--- config.mk ---
export PLATFORM = sky130hd
export DESIGN_NAME = loc_arbiter
export DESIGN_NICKNAME = d
export VERILOG_FILES = /design/src/rtl/loc_arb_pkg.sv /design/src/rtl/loc_addr_decode.sv /design/src/rtl/loc_write_decide.sv /design/src/rtl/loc_owner_state.sv /design/src/rtl/loc_read_view.sv /design/src/rtl/loc_arbiter.sv
export SDC_FILE = /design/constraint.sdc
export NUM_CORES = 1
export LEC_CHECK = 0
export ABC_CLOCK_PERIOD_IN_PS = 10400
export BUFFER_PORTS_ARGS = -buffer_cell sky130_fd_sc_hd__buf_2
export CORE_ASPECT_RATIO = 1.1
export CORE_MARGIN = 10
export CORE_UTILIZATION = 62
export CTS_BUF_LIST = sky130_fd_sc_hd__clkbuf_4 sky130_fd_sc_hd__clkbuf_8
export DETAILED_ROUTE_END_ITERATION = 10
export PLACE_DENSITY = 0.95
export SLEW_MARGIN = 30
export SYNTH_ARGS = -nofsm -noshare
export SYNTH_HDL_FRONTEND = slang
export SYNTH_HIERARCHICAL = 1
export SYNTH_SLANG_ARGS = --single-unit
--- constraint.sdc ---
create_clock -name clk -period 10.4 [get_ports clk]
set_input_delay 0.52 -clock clk [delete_from_list [all_inputs] [get_ports clk]]
set_output_delay 0.52 -clock clk [all_outputs]
set_load 0.01 [all_outputs]
--- src/rtl/loc_arb_pkg.sv ---
package loc_arb_pkg;
  localparam int LOC_W = 3;
  typedef logic [LOC_W-1:0] loc_t;
  localparam loc_t LOC_NONE = 3'd7;

  // ownership byte bit positions (software decodes these)
  localparam int B_VALID  = 7;
  localparam int B_ACTIVE = 5;
  localparam int B_SEIZED = 4;
  localparam int B_SEIZE  = 3;
  localparam int B_PEND   = 2;
  localparam int B_REQ    = 1;
  localparam int B_EST    = 0;

  typedef struct packed {
    logic valid;
    loc_t target;
  } move_t;
endpackage

--- src/rtl/loc_addr_decode.sv ---
module loc_addr_decode
  import loc_arb_pkg::*;
#(
  parameter int ADDR_W    = 16,
  parameter int LOC_SHIFT = 12,
  parameter int NUM_LOC   = 5
) (
  input  logic              acc_valid,
  input  logic              acc_write,
  input  logic [ADDR_W-1:0] acc_addr,
  input  logic              hw_access,
  output loc_t              loc,
  output logic              loc_ok,
  output logic              wr_en
);
  localparam loc_t HW_LOC = loc_t'(NUM_LOC - 1);

  logic [ADDR_W-1:0] shifted;
  logic              unused_hi;

  assign shifted   = acc_addr >> LOC_SHIFT;
  assign loc       = shifted[LOC_W-1:0];
  assign unused_hi = ^shifted[ADDR_W-1:LOC_W];
  assign loc_ok    = (int'(loc) < NUM_LOC);
  assign wr_en     = acc_valid && acc_write && loc_ok &&
                     ((loc != HW_LOC) || hw_access);
endmodule

--- src/rtl/loc_write_decide.sv ---
module loc_write_decide
  import loc_arb_pkg::*;
#(
  parameter int NUM_LOC = 5
) (
  input  logic               wr_en,
  input  loc_t               loc,
  input  logic [7:0]         wdata,
  input  loc_t               active,
  input  logic [NUM_LOC-1:0] ru,
  input  logic [NUM_LOC-1:0] sz,
  output logic [NUM_LOC-1:0] ru_set,
  output logic [NUM_LOC-1:0] ru_clr,
  output logic [NUM_LOC-1:0] bs_clr,
  output logic [NUM_LOC-1:0] sz_set,
  output logic [NUM_LOC-1:0] sz_clr,
  output move_t              go,
  output move_t              set
);
  logic [7:0] v;
  logic       unused_bits;
  loc_t       act;
  loc_t       pick;
  logic       found;
  logic       higher;
  logic       keep;
  logic       may_seize;

  assign unused_bits = ^{v[7:6], v[B_PEND], v[B_EST]};

  always_comb begin
    v = wdata;
    if (v[B_SEIZE]) begin
      v[B_REQ]    = 1'b0;
      v[B_ACTIVE] = 1'b0;
    end
    ru_set = '0;
    ru_clr = '0;
    bs_clr = '0;
    sz_set = '0;
    sz_clr = '0;
    go     = '{valid: 1'b0, target: LOC_NONE};
    set    = '{valid: 1'b0, target: LOC_NONE};
    act    = active;
    keep   = 1'b1;
    found  = 1'b0;
    pick   = LOC_NONE;
    higher = 1'b0;
    for (int c = 0; c < NUM_LOC; c++) begin
      if (ru[c]) begin
        found = 1'b1;
        pick  = loc_t'(c);
      end
      if (c > int'(loc) && sz[c]) higher = 1'b1;
    end
    may_seize = ((active == LOC_NONE) || (loc > active)) &&
                !higher;
    for (int c = 0; c < NUM_LOC; c++) begin
      if (c == int'(loc) && sz[c]) may_seize = 1'b0;
    end

    if (wr_en) begin
      // release or drop request
      if (v[B_ACTIVE]) begin
        if (active == loc) begin
          if (found) begin
            keep = 1'b0;
            go   = '{valid: 1'b1, target: pick};
          end else begin
            act = LOC_NONE;
          end
        end else begin
          for (int c = 0; c < NUM_LOC; c++)
            if (c == int'(loc)) ru_clr[c] = 1'b1;
        end
      end
      // clear been-seized
      if (v[B_SEIZED]) begin
        for (int c = 0; c < NUM_LOC; c++)
          if (c == int'(loc)) bs_clr[c] = 1'b1;
      end
      // seize
      if (v[B_SEIZE] && may_seize) begin
        for (int c = 0; c < NUM_LOC; c++) begin
          if (c < int'(loc)) sz_clr[c] = 1'b1;
          if (c == int'(loc)) sz_set[c] = 1'b1;
        end
        keep = 1'b0;
        go   = '{valid: 1'b1, target: loc};
      end
      // request use
      if (v[B_REQ] && (active != loc)) begin
        if (active != LOC_NONE) begin
          for (int c = 0; c < NUM_LOC; c++)
            if (c == int'(loc)) ru_set[c] = 1'b1;
        end else begin
          act = loc;
        end
      end
      if (keep && (act != active)) set = '{valid: 1'b1, target: act};
    end
  end
endmodule

--- src/rtl/loc_owner_state.sv ---
module loc_owner_state
  import loc_arb_pkg::*;
#(
  parameter int NUM_LOC = 5
) (
  input  logic               clk,
  input  logic               rst_n,
  input  logic               cmd_busy,
  input  logic               abort_done,
  input  logic [NUM_LOC-1:0] ru_set,
  input  logic [NUM_LOC-1:0] ru_clr,
  input  logic [NUM_LOC-1:0] bs_clr,
  input  logic [NUM_LOC-1:0] sz_set,
  input  logic [NUM_LOC-1:0] sz_clr,
  input  move_t              go,
  input  move_t              set,
  output loc_t               active,
  output logic               loc_changed,
  output logic               abort_req,
  output logic               pend,
  output logic [NUM_LOC-1:0] ru,
  output logic [NUM_LOC-1:0] sz,
  output logic [NUM_LOC-1:0] bs
);
  logic [NUM_LOC-1:0] ru_n, sz_n, bs_n;
  loc_t               act_n, pnext, pnext_n, tgt;
  logic               pend_n, fire, changed, abort_n, is_seize;

  always_comb begin
    ru_n     = (ru & ~ru_clr) | ru_set;
    sz_n     = (sz & ~sz_clr) | sz_set;
    bs_n     = bs & ~bs_clr;
    act_n    = active;
    pend_n   = pend;
    pnext_n  = pnext;
    fire     = 1'b0;
    tgt      = active;
    abort_n  = 1'b0;
    changed  = 1'b0;
    is_seize = 1'b0;

    if (set.valid) begin
      fire    = 1'b1;
      tgt     = set.target;
      pend_n  = 1'b0;
      pnext_n = LOC_NONE;
      if (pend) sz_n = '0;
    end else if (pend && abort_done) begin
      fire    = 1'b1;
      tgt     = go.valid ? go.target : pnext;
      pend_n  = 1'b0;
      pnext_n = LOC_NONE;
    end else if (go.valid) begin
      if (pend) begin
        pnext_n = go.target;
      end else if (cmd_busy) begin
        pend_n  = 1'b1;
        pnext_n = go.target;
        abort_n = 1'b1;
      end else begin
        fire = 1'b1;
        tgt  = go.target;
      end
    end

    if (fire) begin
      for (int c = 0; c < NUM_LOC; c++)
        if (c == int'(tgt) && sz_n[c]) is_seize = 1'b1;
      if (tgt != active) begin
        changed = 1'b1;
        for (int c = 0; c < NUM_LOC; c++) begin
          if (c == int'(active)) begin
            if (is_seize) bs_n[c] = 1'b1;
            else          ru_n[c] = 1'b0;
          end
        end
      end
      act_n = tgt;
      for (int c = 0; c < NUM_LOC; c++) begin
        if (c == int'(tgt)) begin
          ru_n[c] = 1'b0;
          sz_n[c] = 1'b0;
        end
      end
    end
  end

  always_ff @(posedge clk) begin
    if (!rst_n) begin
      active      <= LOC_NONE;
      loc_changed <= 1'b0;
      abort_req   <= 1'b0;
      pend        <= 1'b0;
      pnext       <= LOC_NONE;
      ru          <= '0;
      sz          <= '0;
      bs          <= '0;
    end else begin
      active      <= act_n;
      loc_changed <= changed;
      abort_req   <= abort_n;
      pend        <= pend_n;
      pnext       <= pnext_n;
      ru          <= ru_n;
      sz          <= sz_n;
      bs          <= bs_n;
    end
  end
endmodule

--- src/rtl/loc_read_view.sv ---
module loc_read_view
  import loc_arb_pkg::*;
#(
  parameter int NUM_LOC = 5
) (
  input  loc_t               loc,
  input  logic               loc_ok,
  input  loc_t               active,
  input  logic               est_flag,
  input  logic [NUM_LOC-1:0] ru,
  input  logic [NUM_LOC-1:0] bs,
  output logic [7:0]         rdata
);
  logic own_ru, own_bs, others_ru;

  always_comb begin
    own_ru    = 1'b0;
    own_bs    = 1'b0;
    others_ru = 1'b0;
    for (int c = 0; c < NUM_LOC; c++) begin
      if (c == int'(loc)) begin
        own_ru = ru[c];
        own_bs = bs[c];
      end else if (ru[c]) begin
        others_ru = 1'b1;
      end
    end
    rdata = 8'hFF;
    if (loc_ok) begin
      rdata           = 8'h00;
      rdata[B_VALID]  = 1'b1;
      rdata[B_ACTIVE] = (active == loc);
      rdata[B_SEIZED] = own_bs;
      rdata[B_SEIZE]  = 1'b0;
      rdata[B_PEND]   = others_ru;
      rdata[B_REQ]    = own_ru;
      rdata[B_EST]    = est_flag;
    end
  end
endmodule

--- src/rtl/loc_arbiter.sv ---
module loc_arbiter
  import loc_arb_pkg::*;
#(
  parameter int ADDR_W    = 16,
  parameter int LOC_SHIFT = 12,
  parameter int NUM_LOC   = 5
) (
  input  logic              clk,
  input  logic              rst_n,
  input  logic              acc_valid,
  input  logic              acc_write,
  input  logic [ADDR_W-1:0] acc_addr,
  input  logic [7:0]        acc_wdata,
  input  logic              hw_access,
  output logic [7:0]        acc_rdata,
  input  logic              est_flag,
  input  logic              cmd_busy,
  input  logic              abort_done,
  output logic              abort_req,
  output logic [2:0]        active_loc,
  output logic              loc_changed
);
  loc_t               loc, active;
  logic               loc_ok, wr_en, pend;
  logic [NUM_LOC-1:0] ru, sz, bs;
  logic [NUM_LOC-1:0] ru_set, ru_clr, bs_clr, sz_set, sz_clr;
  move_t              go, set;

  loc_addr_decode #(.ADDR_W(ADDR_W), .LOC_SHIFT(LOC_SHIFT), .NUM_LOC(NUM_LOC)) u_dec (
    .acc_valid(acc_valid), .acc_write(acc_write), .acc_addr(acc_addr),
    .hw_access(hw_access), .loc(loc), .loc_ok(loc_ok), .wr_en(wr_en)
  );

  loc_write_decide #(.NUM_LOC(NUM_LOC)) u_dec_wr (
    .wr_en(wr_en), .loc(loc), .wdata(acc_wdata), .active(active),
    .ru(ru), .sz(sz), .ru_set(ru_set), .ru_clr(ru_clr), .bs_clr(bs_clr),
    .sz_set(sz_set), .sz_clr(sz_clr), .go(go), .set(set)
  );

  loc_owner_state #(.NUM_LOC(NUM_LOC)) u_state (
    .clk(clk), .rst_n(rst_n), .cmd_busy(cmd_busy), .abort_done(abort_done),
    .ru_set(ru_set), .ru_clr(ru_clr), .bs_clr(bs_clr), .sz_set(sz_set),
    .sz_clr(sz_clr), .go(go), .set(set), .active(active),
    .loc_changed(loc_changed), .abort_req(abort_req), .pend(pend),
    .ru(ru), .sz(sz), .bs(bs)
  );

  loc_read_view #(.NUM_LOC(NUM_LOC)) u_view (
    .loc(loc), .loc_ok(loc_ok), .active(active), .est_flag(est_flag),
    .ru(ru), .bs(bs), .rdata(acc_rdata)
  );

  assign active_loc = active;
endmodule

; ---- After elaboration in Yosys (flattened, before gate mapping)
; Cells that the tools add are included.
[op_classes]
n_eq_ne = 19
reduce_logical = 33
bitwise = 10
mux = 140
order_cmp = 11
[op_table]
columns = op, count
row1 = two-way mux 5 bit, 19
row2 = two-way mux 1 bit, 94
row3 = two-way mux 3 bit, 19
row4 = two-way mux 4 bit, 7
row5 = "== test 3 bit, first input constant", 9
row6 = logical AND 1 bit, 22
row7 = bitwise AND 5 bit, 3
row8 = NOT 5 bit, 3
row9 = bitwise OR 5 bit, 2
row10 = "== test 2 x 3 -> 1 bit, first input constant", 3
row11 = logical NOT 3 bit, 3
row12 = inequality test 3 bit, 3
row13 = two-way mux 7 bit, 1
row14 = "greater-than comparator 2 x 3 -> 1 bit, first input constant", 2
row15 = "less-than comparator 1 x 3 -> 1 bit, first input constant", 2
row16 = "less-than comparator 2 x 3 -> 1 bit, first input constant", 2
row17 = "inequality test 3 bit, second input constant", 2
row18 = OR reduction 5 bit, 1
row19 = AND reduction 2 bit, 2
row20 = == test 3 bit, 1
row21 = "== test 3 bit, second input constant", 1
row22 = "greater-than comparator 1 x 3 -> 1 bit, first input constant", 1
row23 = greater-than comparator 3 bit, 1
row24 = "greater-than comparator 3 bit, first input constant", 1
row25 = other kinds (7), 9
[word_totals]
output_inout_bits = 13
in_bits = 32
regBits = 24
word_cells = 221

; ---- Longest topological paths before layout
; Gate-level depths: netlist (run 1).
[depth]
depth_word = 34
ltp_mapped = 17
mapped_depth_nobuf = 14

; ---- By module
; Netlist (run 1), hierarchy kept.
[modules_own_cells]
columns = mod, area_each_um2, instances, seq_area_each_um2, cells_per_inst
row1 = loc_owner_state, 1327.5, 1, 480.5, 154
row2 = loc_write_decide, 583.1, 1, 0.0, 92
row3 = loc_read_view, 237.7, 1, 0.0, 30
row4 = loc_addr_decode, 45.0, 1, 0.0, 7

; ---- Worst setup path before layout (run 1)
; Ideal clock, no wire load.
[synth_path]
kind = input to register
startpoint = input port acc_addr[13]
endpoint = register u_state.ru[0]
required_time_ns = 10.309
arrival_ns = 3.898
stages = 15
setup_time_ns = 0.091
path_slack_ns = 6.411
path_buffers = 2
cell_sequence = buf_4 -> ha_1 -> nor2b_1 -> o21ai_0 -> a211oi_2 -> and2b_4 -> o21a_1 -> buf_6 -> or3b_1 -> nand2_2 -> o211a_1 -> mux2_4 -> or4_4 -> o211a_4 -> a311oi_1
[synth_lines]
columns = element, line
row1 = start: declaration, loc_arbiter.sv:12  ; input logic [ADDR_W-1:0] acc_addr,
row2 = end signal: assignment, loc_owner_state.sv:104  ; ru <= ru_n;
row3 = end: declaration, loc_owner_state.sv:21  ; output logic [NUM_LOC-1:0] ru,

==> results.json, run 1 <==
{
  "vdd_ir_drop_max_mv": 0.0771,
  "clockBufferDepth": 2,
  "rows": 22,
  "final.setup.tns_ps": 0,
  "p_total_mw": 0.211,
  "ys_seq_area_share_pct": 21.9,
  "clkTransAtPathRegs_ps": 140,
  "async_reset_ff_share_pct": 0,
  "cp_top_family": "compound AO/OA/AOI/OAI gates",
  "postCtsSetupRepairBufs": 0,
  "clock-sinks": 24,
  "core_area_um2": 3390,
  "critPathLaunchType": "flip-flop",
  "power.density_nw_per_um2": 91.2,
  "fin_area_um2": 2320,
  "drtPass1Iterations": 6,
  "crit_buf_inv": 1,
  "cts_max_level": 1,
  "critPathSlowestCell": "dfxtp_1",
  "ys_warn_count": 6,
  "rsz0062_at_grt": "false",
  "placed_area_um2": 2260,
  "synth_seq_cells": 24,
  "ios": 45,
  "dpl.hpwl_um": 4240,
  "endpoint_kind": "flip-flop",
  "hp-class": "in -> reg",
  "initial_utilization_pct": 64.8,
  "clkLatencyLatePin_ps": 310,
  "fin_worst_skew_ps": 6.68,
  "max_freq_ghz": 0.211,
  "drcViolationCount": 0,
  "dieArea_um2": 6320,
  "grt_usage_pct": 18.1,
  "drive_above_1_share_pct": 18.9,
  "grt_overflow_total": 0,
  "arrival_ps": 4970,
  "power_switching_mw": 0.0614,
  "antenna_found_initial": 0,
  "cp.required_ps": 10630,
  "fp.dieH_um": 82.4,
  "critical_path_class": "reg -> reg",
  "post-route-min-period_ps": 4740,
  "ys_types": 63,
  "leakage_nw": 0.970,
  "run_status": "complete, no violations",
  "slew_viol_final": 0,
  "routed_wl_um": 5990,
  "final_common_cell": "nor2_1",
  "synth_nets": 318,
  "wl_per_cell_um": 17.4,
  "cap_violations": 0,
  "viasPerCell": 6.77,
  "drtAntennaViolNets": 0,
  "cts_root_buffer": "clkbuf_4",
  "cts_tree": "built",
  "cts_hold_buf": 0,
  "grt_max_degree": 25,
  "portBuffers": 26,
  "cp_max_fo": 13,
  "nNetsFinal": 332,
  "synth.avg_cell_area_um2": 7.75,
  "finalSetupViolations": 0,
  "fin_crit_sh_pct": 45.6,
  "die_x_um": 76.7,
  "grt_pass1_wl_um": 9670,
  "postCtsResizedCells": 0,
  "worstPathCellList": "inv_1, ha_1, nor2b_1, o21ai_0, a211oi_2, and2b_4, o21a_1, or3b_1, nand2_2, o211a_1, mux2_4, or4_4, o211a_4, a311oi_1",
  "diodes": 0,
  "slowest_delay_ps": 680,
  "area_delta_synth_final_pct": 5.65,
  "hold_viol": 0,
  "vias": 2330,
  "layout_common_cells": "nor2_1, buf_2, dfxtp_1, inv_1, nand2_1",
  "p_seq_share_pct": 45.7,
  "drtIter0Drc": 290,
  "cts_made_buffers": 3,
  "gp_congestion": 0.928,
  "first_global_vias": 2066,
  "worstMarginPinSlew_ps": 742,
  "p_sw_share_pct": 29.1,
  "slew_headroom_pct": 49.2,
  "intPower_mw": 0.150,
  "netlist_area_um2": 2190,
  "comb_power_share_pct": 22.5,
  "synthFlopType": "dfxtp_1",
  "netlist_instances": 283,
  "holdWs_ps": 504,
  "synth-edff-count": 0,
  "clkPwrFrac_pct": 31.9
}
[stage by stage]
| stage | utilization [%] | cells | worst slack (ps) |
|---|---|---|---|
| after floorplan | - | 283 | 6410 |
| after detailed placement | 66.9 | 340 | 5700 |
| after global routing | 68.4 | 344 | 5470 |
| after CTS | 68.4 | 344 | 5790 |
| final | 68.4 | 344 | 5660 |
| after global placement | 66.9 | 340 | 5750 |
[worst register-to-register path, delay by kind of cell, from the launching register on]
| kind | cells | cell delay, ps |
|---|---|---|
| AO/OA/AOI/OAI | 6 | 1590 |
| AND/OR/NAND/NOR | 5 | 1580 |
| flip-flops | 1 | 680 |
| adder cells (fa/ha/maj) | 1 | 360 |
| multiplexers | 1 | 320 |
| buffers and inverters | 1 | 140 |
[kinds of logic (layout without fill, tap and decap cells)]
group / Yosys count / after routing / synth area share, %
AOI/OAI and AO/OA: 78 / 78 / 27.3
xor gates and xnor gates: 3 / 3 / 1.20
adders and majority gates: 3 / 3 / 1.71
buffers and inverters: 41 / 54 / 9.70
DFF: 24 / 24 / 21.9
muxes: 12 / 12 / 5.99
other: 1 / 1 / 0.171
and+or+nand+nor: 121 / 121 / 32.1
[layer usage]
layer / global-route usage, % / vias to the layer above / share of wire (%)
met1: 20.9 / 1043 / 38
met5: 0 / - / 0
met2: 31.6 / 184 / 47
met3: 3.78 / 36 / 11
li1: - / 1067 / -
met4: 8.74 / 0 / 3.5
[cell usage after synthesis (3+ instances only)]
cell type | count | area share, %
nand3_1 | 13 | 3.0
nor2_1 | 29 | 5.0
buf_6 | 5 | 2.6
and2_1 | 3 | 0.86
and3_1 | 3 | 0.86
o22ai_1 | 6 | 1.7
or3_1 | 4 | 1.1
dfxtp_1 | 24 | 22
mux2_2 | 5 | 2.6
a21oi_1 | 14 | 3.2
mux2i_1 | 6 | 2.7
o211a_1 | 7 | 3.2
buf_4 | 5 | 1.7
nor3_1 | 9 | 2.1
a31oi_1 | 4 | 1.1
ha_1 | 3 | 1.7
or3b_1 | 4 | 1.6
xor2_1 | 3 | 1.2
nor4bb_1 | 4 | 1.8
a311oi_1 | 5 | 2.0
o211ai_1 | 3 | 1.0
o21ai_0 | 12 | 2.7
nor2b_1 | 7 | 2.0
inv_1 | 22 | 3.8
clkbuf_1 | 6 | 1.0
nand2_1 | 21 | 3.6
o31ai_1 | 4 | 1.4
and3b_1 | 3 | 1.2
[power by group through the flow]
stage	Combinational (mW)	Sequential (mW)	Clock [mW]
CTS	0.0463	0.0963	0.0674
detailed placement	0.0460	0.0983	0
finish	0.0475	0.0965	0.0673
global placement	0.0445	0.0983	0
floorplan	0.0365	0.0972	0
global route	0.0515	0.0969	0.0731
[state kept, by name (all words and copies together), names as in the netlist]
signal               flops
u_state/sz               5
u_state/bs               5
u_state/active           3
u_state/pend             1
u_state/loc_changed      1
u_state/ru               5
u_state/pnext            3
u_state/abort_req        1
[worst paths after layout]
| check | startpoint | endpoint | slack [ps] | depth (start not counted) |
|---|---|---|---|---|
| setup / recovery | u_state/active[1]$_SDFFE_PN1N_ | u_state/ru[3]$_SDFF_PN0_ | 5660 | 14 |
| hold / removal | cmd_busy | u_state/abort_req$_SDFF_PP0_ | 500 | 3 |
| setup reg to reg | u_state/active[1]$_SDFFE_PN1N_ | u_state/ru[3]$_SDFF_PN0_ | 5660 | 14 |
| hold reg to reg | u_state/pnext[0]$_SDFFE_PP1P_ | u_state/pnext[0]$_SDFFE_PP1P_ | 520 | 2 |
[final cells by class]
type / instances / area [µm²]
inverters: 23 / 86.3
repair buffers: 27 / 138
clock buffers: 3 / 22.5
well taps: 48 / 60.1
fillers: 259 / 1070
clock inverters: 1 / 30.0
flip-flops and latches: 24 / 480
multi-input cells: 218 / 1500
(Power assumes the default switching activity.)
==> run 2, diff against run 1 <==
--- a/config.mk
+++ b/config.mk
@@ -5,14 +5,14 @@
 export SDC_FILE = /design/constraint.sdc
 export NUM_CORES = 1
 export LEC_CHECK = 0
-export ABC_CLOCK_PERIOD_IN_PS = 10400
+export ABC_CLOCK_PERIOD_IN_PS = 4900
 export BUFFER_PORTS_ARGS = -buffer_cell sky130_fd_sc_hd__buf_2
 export CORE_ASPECT_RATIO = 1.1
 export CORE_MARGIN = 10
-export CORE_UTILIZATION = 62
+export CORE_UTILIZATION = 57
 export CTS_BUF_LIST = sky130_fd_sc_hd__clkbuf_4 sky130_fd_sc_hd__clkbuf_8
 export DETAILED_ROUTE_END_ITERATION = 10
-export PLACE_DENSITY = 0.95
+export PLACE_DENSITY = 0.92
 export SLEW_MARGIN = 30
 export SYNTH_ARGS = -nofsm -noshare
 export SYNTH_HDL_FRONTEND = slang
==> constraint.sdc (replaced) <==
create_clock -name clk -period 4.9 [get_ports clk]
set_input_delay 0.245 -clock clk [delete_from_list [all_inputs] [get_ports clk]]
set_output_delay 0.245 -clock clk [all_outputs]
set_load 0.01 [all_outputs]
==> results.json, run 2 (synthesis gave the netlist of run 1 again) <==
{
  "initial_utilization_pct": 59.5,
  "arrival_ps": 4380,
  "vdd_ir_drop_max_mv": 0.134,
  "gp_congestion": 0.917,
  "drtAntennaViolNets": 0,
  "holdPathStages": 3,
  "die_x_um": 79.1,
  "rsz0062_at_grt": "false",
  "critPathLaunchType": "flip-flop",
  "hold_viol": 0,
  "dp_slack_ps": 718,
  "cap_violations": 0,
  "finalSetupViolations": 0,
  "cts_tree": "built",
  "drcViolationCount": 0,
  "vias": 2324,
  "fin_worst_skew_ps": 1.30,
  "postCtsSetupRepairBufs": 0,
  "fp.dieH_um": 85.1,
  "antenna_found_initial": 0,
  "rows": 23,
  "portBuffers": 26,
  "slew_viol_final": 0,
  "slew_headroom_pct": 46.7,
  "r2r-start": "u_state/active[1]$_SDFFE_PN1N_",
  "dieArea_um2": 6730,
  "r2r-end": "u_state/ru[2]$_SDFF_PN0_",
  "reg_top3": "u_state/bs (5), u_state/ru (5), u_state/sz (5)",
  "grt_max_degree": 24,
  "cp.required_ps": 5080,
  "cts_hold_buf": 0,
  "setup_slack_ps": 704,
  "cts_max_level": 1,
  "power.density_nw_per_um2": 202,
  "drtPass1Iterations": 5,
  "worstMarginPinSlew_ps": 780,
  "drive_above_1_share_pct": 20.5,
  "r2r.worst_path.cells": 14,
  "clkTransAtPathRegs_ps": 80,
  "min_from": "cmd_busy",
  "run_status": "complete, no violations",
  "grt_overflow_total": 0,
  "cts_root_buffer": "clkbuf_8",
  "clock-sinks": 24,
  "hp-class": "in -> reg",
  "min_to": "u_state/abort_req$_SDFF_PP0_",
  "first_global_vias": 2095,
  "critical_path_class": "reg -> reg",
  "cts_made_buffers": 3,
  "ios": 45,
  "final_common_cell": "nor2_1",
  "routed_wl_um": 5970,
  "viasPerCell": 6.60,
  "core_area_um2": 3680,
  "area_delta_synth_final_pct": 8.67,
  "diodes": 0,
  "leakage_nw": 1.01,
  "clkLatencyLatePin_ps": 270,
  "max_freq_ghz": 0.238,
  "grt_usage_pct": 16.6,
  "final.setup.tns_ps": 0,
  "dpl.hpwl_um": 4420,
  "clockBufferDepth": 2,
  "wl_per_cell_um": 17.0,
  "layout_common_cells": "nor2_1, buf_2, dfxtp_1, inv_1, nand2_1",
  "cp_max_fo": 7,
  "endpoint_kind": "flip-flop",
  "grt_pass1_wl_um": 9520,
  "drtIter0Drc": 362,
  "nNetsFinal": 338,
  "post-route-min-period_ps": 4200,
  "fin_crit_sh_pct": 85.6,
  "postCtsResizedCells": 0,
  "rrSetupSlack_ps": 700
}
## run 2: cell types whose count changed in the layout (fill, tap and decap cells not counted)
cell	change
buf_4	+6
clkbuf_4	-3
clkbuf_8	+3
## run 2: power by group
part / internal [mW] / total (mW) / switching [mW] / leakage [nW]
clock network: 0.109 / 0.174 / 0.0649 / 0.0357
logic: 0.0408 / 0.108 / 0.0669 / 0.775
registers: 0.197 / 0.200 / 0.00297 / 0.194
## run 2: critical path, stage by stage, from the launching register on
cell      delay, ps
dfxtp_1         370
inv_1            80
ha_1            330
nor2b_1         130
o21ai_0         100
a211oi_2        410
and2b_4         280
o21a_1          250
or3b_1          470
nand2_2         140
o211a_1         260
mux2_4          320
or4_4           530
o211a_4         190
a311oi_1        250
## run 2: routing by layer
| metal | up-vias | GRT usage, % | wire [µm] |
|---|---|---|---|
| li1 | 1074 | - | - |
| met4 | 0 | 6.85 | 172 |
| met2 | 170 | 27.2 | 2680 |
| met5 | - | 0 | 0 |
| met1 | 1052 | 20.4 | 2400 |
| met3 | 28 | 3.59 | 719 |
## run 2: how the worst max path moves through the flow
stage / cells past startpoint / startpoint / slack (ps) / endpoint
6_report: 14 / u_state/active[1]$_SDFFE_PN1N_ / 700 / u_state/ru[2]$_SDFF_PN0_
5_1_grt: 14 / u_state/active[1]$_SDFFE_PN1N_ / 480 / u_state/ru[0]$_SDFF_PN0_
4_1_cts: 14 / u_state/active[1]$_SDFFE_PN1N_ / 810 / u_state/ru[1]$_SDFF_PN0_
3_5_place_dp: 14 / acc_addr[13] / 720 / u_state/ru[1]$_SDFF_PN0_
3_3_place_gp: 14 / acc_addr[13] / 730 / u_state/ru[0]$_SDFF_PN0_
2_1_floorplan: 15 / u_state/active[1]$_SDFFE_PN1N_ / 940 / u_state/ru[0]$_SDFF_PN0_
## run 2: final cells by class
class                      instances  area [µm²]
clock buffer                       3        41.3
clock inverter                     1        30.0
fill                             304        1300
inverter                          23        86.3
multi-input combinational        218        1500
sequential                        24         480
tap                               50        62.6
timing repair buffer              33         183
## run 2: through the flow
| step | instance area (µm²) | util (%) | total power [mW] | hold slack [ps] | std cells |
|---|---|---|---|---|---|
| CTS | 2380 | 64.7 | 0.481 | 286 | 352 |
| floorplan | 2190 | - | 0.284 | 387 | 283 |
| global route | 2380 | 64.7 | 0.500 | 289 | 352 |
| detailed placement | 2310 | 62.8 | 0.310 | 484 | 348 |
| global placement | 2310 | 62.8 | 0.307 | 479 | 348 |
| finish | 2380 | 64.7 | 0.482 | 286 | 352 |
